`config.mk`:
```
export PLATFORM = sky130hd
export DESIGN_NAME = power_rail_sequencer
export DESIGN_NICKNAME = d
export VERILOG_FILES = /design/src/rtl/power_rail_sequencer.sv
export SDC_FILE = /design/constraint.sdc
export NUM_CORES = 1
export LEC_CHECK = 0
export ABC_AREA = 1
export BUFFER_PORTS_ARGS = -buffer_cell sky130_fd_sc_hd__buf_4
export CAP_MARGIN = 20
export CORE_MARGIN = 8
export CORE_UTILIZATION = 55
export CTS_CLUSTER_DIAMETER = 80
export DETAILED_ROUTE_END_ITERATION = 12
export PLACE_DENSITY = 0.79
export SLEW_MARGIN = 15
export SYNTH_ARGS = -nofsm -noshare
export SYNTH_HDL_FRONTEND = slang
export SYNTH_SLANG_ARGS = --single-unit
```
`constraint.sdc`:
```
create_clock -name clk -period 2.5 [get_ports clk]
set_input_delay 0.125 -clock clk [delete_from_list [all_inputs] [get_ports clk]]
set_output_delay 0.125 -clock clk [all_outputs]
set_load 0.05 [all_outputs]
```
`src/rtl/power_rail_sequencer.sv`:
```
module power_rail_sequencer #(
  parameter int RAILS      = 5,
  parameter int TMR_W      = 16,
  parameter int DEB_CYCLES = 4
) (
  input  logic             clk,
  input  logic             rst_n,
  input  logic             switch_in,
  input  logic [RAILS-1:0] pgood,
  input  logic [TMR_W-1:0] timeout_cycles,
  output logic [RAILS-1:0] rail_en,
  output logic             clamp_on,
  output logic             led_on,
  output logic             led_err
);
  localparam int IDX_W = (RAILS > 1) ? $clog2(RAILS) : 1;
  localparam int DEB_W = (DEB_CYCLES > 1) ? $clog2(DEB_CYCLES) : 1;
  localparam logic [IDX_W-1:0] LAST = IDX_W'(RAILS - 1);

  typedef enum logic [2:0] {S_OFF, S_UP, S_ON, S_DOWN, S_FAULT} state_t;

  state_t           state;
  logic [1:0]       sw_sync;
  logic             sw_stable;
  logic [DEB_W-1:0] deb_cnt;
  logic [IDX_W-1:0] idx;
  logic [TMR_W-1:0] tmr;

  always_ff @(posedge clk or negedge rst_n)
    if (!rst_n) sw_sync <= '0;
    else        sw_sync <= {sw_sync[0], switch_in};

  always_ff @(posedge clk or negedge rst_n)
    if (!rst_n) begin
      sw_stable <= 1'b0;
      deb_cnt   <= '0;
    end else if (sw_sync[1] == sw_stable) begin
      deb_cnt <= '0;
    end else if (deb_cnt == DEB_W'(DEB_CYCLES - 1)) begin
      sw_stable <= sw_sync[1];
      deb_cnt   <= '0;
    end else begin
      deb_cnt <= deb_cnt + 1'b1;
    end

  logic [RAILS-1:0] below;
  logic [IDX_W-1:0] idx_up, idx_dn;
  logic             lower_bad, timed_out;

  assign below     = (RAILS'(1) << idx) - RAILS'(1);
  assign lower_bad = |(~pgood & below);
  assign timed_out = (tmr >= timeout_cycles);
  assign idx_up    = idx + 1'b1;
  assign idx_dn    = idx - 1'b1;

  always_ff @(posedge clk or negedge rst_n)
    if (!rst_n) begin
      state   <= S_OFF;
      rail_en <= '0;
      idx     <= '0;
      tmr     <= '0;
    end else begin
      if (tmr != '1) tmr <= tmr + 1'b1;
      case (state)
        S_OFF: begin
          rail_en <= '0;
          if (sw_stable) begin
            state   <= S_UP;
            idx     <= '0;
            tmr     <= '0;
            rail_en <= RAILS'(1);
          end
        end
        S_UP: begin
          if (lower_bad || (!pgood[idx] && timed_out)) begin
            state   <= S_FAULT;
            rail_en <= '0;
          end else if (!sw_stable) begin
            state        <= S_DOWN;
            rail_en[idx] <= 1'b0;
            tmr          <= '0;
          end else if (pgood[idx]) begin
            if (idx == LAST) begin
              state <= S_ON;
            end else begin
              idx             <= idx_up;
              rail_en[idx_up] <= 1'b1;
              tmr             <= '0;
            end
          end
        end
        S_ON: begin
          if (~pgood != '0) begin
            state   <= S_FAULT;
            rail_en <= '0;
          end else if (!sw_stable) begin
            state         <= S_DOWN;
            idx           <= LAST;
            rail_en[LAST] <= 1'b0;
            tmr           <= '0;
          end
        end
        S_DOWN: begin
          if (!pgood[idx] || timed_out) begin
            if (idx == '0) begin
              state <= S_OFF;
            end else begin
              idx             <= idx_dn;
              rail_en[idx_dn] <= 1'b0;
              tmr             <= '0;
            end
          end
        end
        S_FAULT: begin
          rail_en <= '0;
          if (!sw_stable) state <= S_OFF;
        end
        default: begin
          state   <= S_OFF;
          rail_en <= '0;
        end
      endcase
    end

  assign clamp_on = (state == S_OFF) || (state == S_FAULT);
  assign led_on   = (state == S_ON);
  assign led_err  = (state == S_FAULT);

endmodule

```
# After elaboration in Yosys (flattened, before gate mapping)

Index checks and enable logic that the tools add are counted.

$add $sub $neg: 5
$lt $le $gt $ge: 7
Eq/ne operators: 24
Shift-type cells: 1
Multiplexer cells: 53
Bitwise logic cells: 8
Reduce and logical (&&, ||, !) cells: 18

Operators with widths:

| cell                  | number |
|---|---|
| $mux 16               | 10 |
| $pmux 16 s4           | 1 |
| $mux 3                | 19 |
| $mux 5                | 6 |
| $ne 2x2->1 const B    | 11 |
| $pmux 5 s4            | 1 |
| $add 16x1->16 const B | 1 |
| $ge 16x16->1          | 1 |
| $ne 16x16->1 const B  | 1 |
| $and 5x5->5           | 3 |
| $not 5->5             | 3 |
| $pmux 3 s5            | 1 |
| $lt 3x4->1 const B    | 3 |
| $ne 4x4->1 const B    | 3 |
| $pmux 3 s4            | 1 |
| $reduce_and 10->1     | 1 |
| $reduce_and 5->1      | 2 |
| $demux 1 s3           | 3 |
| $ge 3x1->1 const B    | 3 |
| $mux 1                | 7 |
| $reduce_and 7->1      | 1 |
| $eq 3x2->1 const B    | 2 |
| $eq 3x3->1 const B    | 2 |
| $logic_not 3->1       | 2 |
| 22 further kinds      | 28 |

Flip-flop bits (word level): 32
Logic and storage cells: 124

# Logic depth before layout (Yosys ltp)

Depth after elaboration: 11
Gate-level depth with buffers: 18

# Least setup slack after synthesis

No wires, ideal clock.

Path type: reg-to-reg
Start: register state[0]
End: register state[0]
Library setup time: 0.117 ns
Arrival: 2.508 ns
Data required time: 2.383 ns
Slack: -0.124 ns
Cell stages (with the launch flop): 13
Path buffers: 0
Clock period less this slack: 2.624 ns
Cell sequence: dfrtp_1 nor2_1 inv_1 nor2_1 nand2_1 nand3_1 nor2_1 nand2_1 inv_1 nand2_1 nor2_1 nand2_1 nand2_1

Longest elaborated chain between the ends: 3
Elaborated cells on any way between the ends: 14
Classes of those cells: eq/ne (11); mux (1); reduce/logical (2)

RTL lines:

| what                       | RTL line | RTL |
|---|---|---|
| start: declaration         | 22       | `state_t state;` |
| start signal: assignment   | 58       | `state <= S_OFF;` |
| start signal: assignment   | 68       | `state <= S_UP;` |
| start signal: assignment   | 76       | `state <= S_FAULT;` |
| $eq 3x3->1 (*)             | -        |  |
| named net led_err          | 14       | `output logic led_err` |
| $ne 2x2->1 (no line)       | -        |  |
| $reduce_and 7->1 (no line) | -        |  |

Mark *: on every way through the listed nets, which the timed path passes. The rest lies on a longest branch.
A chain may end at the register's enable or synchronous reset.

# Worst setup path in the final report

Start: register idx[0]
End: register tmr[9]

Longest elaborated chain between the ends: 7
Elaborated cells on any way between the ends: 19
Classes of those cells: add/sub (1); eq/ne (1); shift (1); mux (9); bitwise (1); reduce/logical (6)

RTL lines:

| what                                                        | RTL line    | RTL |
|---|---|---|
| start: declaration                                          | 26          | `logic [IDX_W-1:0] idx;` |
| start signal: assignment                                    | 86          | `idx <= idx_up;` |
| start signal: assignment                                    | 108         | `idx <= idx_dn;` |
| $shl 1x3->5 / $bmux 1 s3 (equally long branches)            | -           |  |
| $sub 5x2->5 / $mux 1 (equally long branches)                | -           |  |
| $and 5x5->5 / $logic_not 1->1 (equally long branches)       | 51, 75, 104 |  |
| $reduce_or 5->1 / $logic_and 1x1->1 (equally long branches) | 51, 75      |  |
| $logic_or 1x1->1                                            | 75          | `if (lower_bad \|\| (!pgood[idx] && timed_out)) begin` |
| $mux 16                                                     | 75          |  |
| $pmux 16 s4 (*)                                             | 64          | `case (state)` |
| end signal: assignment                                      | 63          | `if (tmr != '1) tmr <= tmr + 1'b1;` |
| end: declaration                                            | 27          | `logic [TMR_W-1:0] tmr;` |

Every way passes the cells marked *; elsewhere a longest branch is shown, timed or not. The select of a mux whose other input is x is not followed.

==> metrics.txt <==
outcome=complete, no violations; Slew @ Worst Pin=0.566 ns; synth warn=0; CTS Root Cell=clkbuf_8; leak pwr=1.89 nW; placed cell count=504; Setup TNS Final=0 ns; DIE AREA=0.00761 mm2; port buffer count=31; CP required=2.69 ns; crit path kind=reg -> reg; Crit-path slowest cell=dfrtp_2; Slew HR=62.0%; vias in the first global route=2600; post-route non-filler standard cell count=514; VDD IR max=0.673 mV; clock sink count=32; H-tree levels=2; Peak Freq=418 MHz; slowest stage delay, CP=0.44 ns; ANT cells=0; endpoint type of the worst setup path=flop; DRC Markers=0; layout cells sized above 1=17.6%; I/O pins=32; postcts setup bufs=0; Design Power=0.00271 W; Power Density=826 mW/mm2; layout net count=492; FILL cells=444; Final setup viols=0; final worst-path cycle share=95.7%; clk_lat worst skew=0.30 ns; Tot GR Track Use=18.5%; Slew Viols, Final=0; Post-synth ARST share=100%; GRT Residual Overflow=0; Starting Density=55.7%; CTS tree=built; Synth-to-Final Area Change=17.7%; cts bufs inserted=5; CP dominant cell by count=nand2_1; detail-routed via count per cell=5.20; clock transition at the registers of the reported paths=0.07 ns; initial antenna violation count=0; top-area cell type share of the netlist area=28.7%; initial drt markers=166; critical path cell sequence=inv_2 > buf_4 > ha_1 > o21ai_0 > nand3_1 > nand2_1 > nor2_1 > nor2_2 > nand2_2 > nand2_4 > nand3b_4 > nand2_1 > inv_1; first-pass GRT wire length=11400 um; CP max FO=16; WP data arrival=2.59 ns; Core Region=0.00501 mm2; antenna viol nets, final=0; Netlist cell types=38; commonest cells in the synthesized netlist=nand2_1 (105), inv_1 (74), dfrtp_1 (32), nor2_1 (30), ha_1 (25); class of the tightest hold or removal check=in -> async; sequential fraction of the synthesis area=28.7%; final hold viol count=0; maxcap violations=0; CTS max path bufs=2; area leader, netlist=dfrtp_1; Synth Flop Type=dfrtp_1; skew final=0.0124 ns; EDFF count, synth=0; Row Count=26; HPWL after DPL=5120 um; CP Launch Type=flop; Finished Core Util=65.6%; die width=87.3 um; Synth Area per Inst=6.93 um2; Synth Instances=403; Area contributors post-synth=dfrtp_1 (29%), nand2_1 (14%), ha_1 (11%); count leader, synth=nand2_1; Final min period=2.39 ns; FF+latch count, synth=32; Post-Syn Nets=452; Final GP Congestion=0.901; area of the mapped netlist=0.00279 mm2; DR WL/cell=12.9 um; largest net degree at the start of global routing=33; DR vias=2673; WL final=6650 um; Die H=87.3 um; DRT Pass-1 Iters=4
-- sequential cells by signal, summed over array words and instances (netlist names) --
| name | count |
|---|---|
| sw_stable | 1 |
| tmr | 16 |
| sw_sync | 2 |
| deb_cnt | 2 |
| idx | 3 |
| rail_en | 5 |
| state | 3 |
-- cells in the final DEF, fill, tap and decap left out, types with 3 or more instances in the layout --
master,Yosys,routed
nor4_1,4,4
buf_4,0,36
nor2_2,6,8
nand4_1,13,13
ha_1,25,24
nand2_2,5,5
o311ai_0,4,4
nor2_1,30,28
nand2_1,105,105
o41ai_1,4,4
xnor2_1,7,7
dfrtp_1,32,31
clkbuf_8,0,7
nand3_2,3,3
nor2_4,3,3
inv_1,74,74
o21ai_0,9,9
xor2_1,4,4
nand3_1,21,21
inv_2,5,5
a21oi_1,17,17
nor3_1,10,9
-- worst max-delay path, delay by kind of cell, from the launching register on --
kind                       cells  cell delay [ns]
and+or+nand+nor                8             1.07
DFF                            1             0.44
buffers and inverters          3             0.30
AOI/OAI and AO/OA              1             0.26
adders and majority gates      1             0.23
-- metrics by stage --
step           instance area (um2)  worst slack [ns]  hold WS [ns]
3_5_place_dp                  3120             0.171        0.0959
6_report                      3290             0.107         0.300
4_1_cts                       3270             0.140         0.324
2_1_floorplan                 2800             0.107        -0.171
3_3_place_gp                  3120             0.256        0.0901
5_1_grt                       3290           -0.0300         0.354
-- logic make-up after synthesis --
kind of cell             count (synthesis)  synth area share, %
AND/OR/NAND/NOR                        206                 34.6
flip-flops                              32                 28.7
buffers and inverters                   86                 12.5
XOR/XNOR                                11                 3.45
adder cells (fa/ha/maj)                 25                 11.2
AO/OA/AOI/OAI                           43                 9.63
-- cell type report --
type | count | area, um2 | share of cell area [%]
well taps | 70 | 87.6 | 2.67
repair buffers | 38 | 290 | 8.83
clock inverters | 1 | 30.0 | 0.914
inverters | 81 | 313 | 9.52
flip-flops and latches | 32 | 802 | 24.4
clock buffers | 7 | 96.3 | 2.93
multi-input cells | 285 | 1670 | 50.7
-- metal layers --
layer,wire (um),GRT usage (%)
met1,2890,21.1
met2,3300,32.4
met3,372,4.43
met4,87,7.03
met5,0,0
-- report_power, final --
| part | switching, W | leakage, nW | internal, W |
|---|---|---|---|
| sequential | 0.000102 | 0.429 | 0.000605 |
| clock | 0.000204 | 0.0645 | 0.000352 |
| combinational | 0.000955 | 1.40 | 0.000495 |
-- repair_timing --
action,in CTS,in global routing
resized for setup,0,4
endpoints found under the hold margin,33,0
hold buffers,2,0
endpoints found under the setup margin,0,22
-- worst paths after layout --
kind	start	end	slack, ns	depth (start not counted)
min	rst_n	tmr[7]	0.30	2
max	idx[0]	tmr[9]	0.11	13
max reg2reg	idx[0]	tmr[9]	0.11	13
min in group clk	pgood[2]	state[2]	0.32	4
min reg2reg	sw_sync[0]	sw_sync[1]	0.36	0
max in group asynchronous	rst_n	idx[0]	1.88	2
Power figures use the tool's default switching activity.
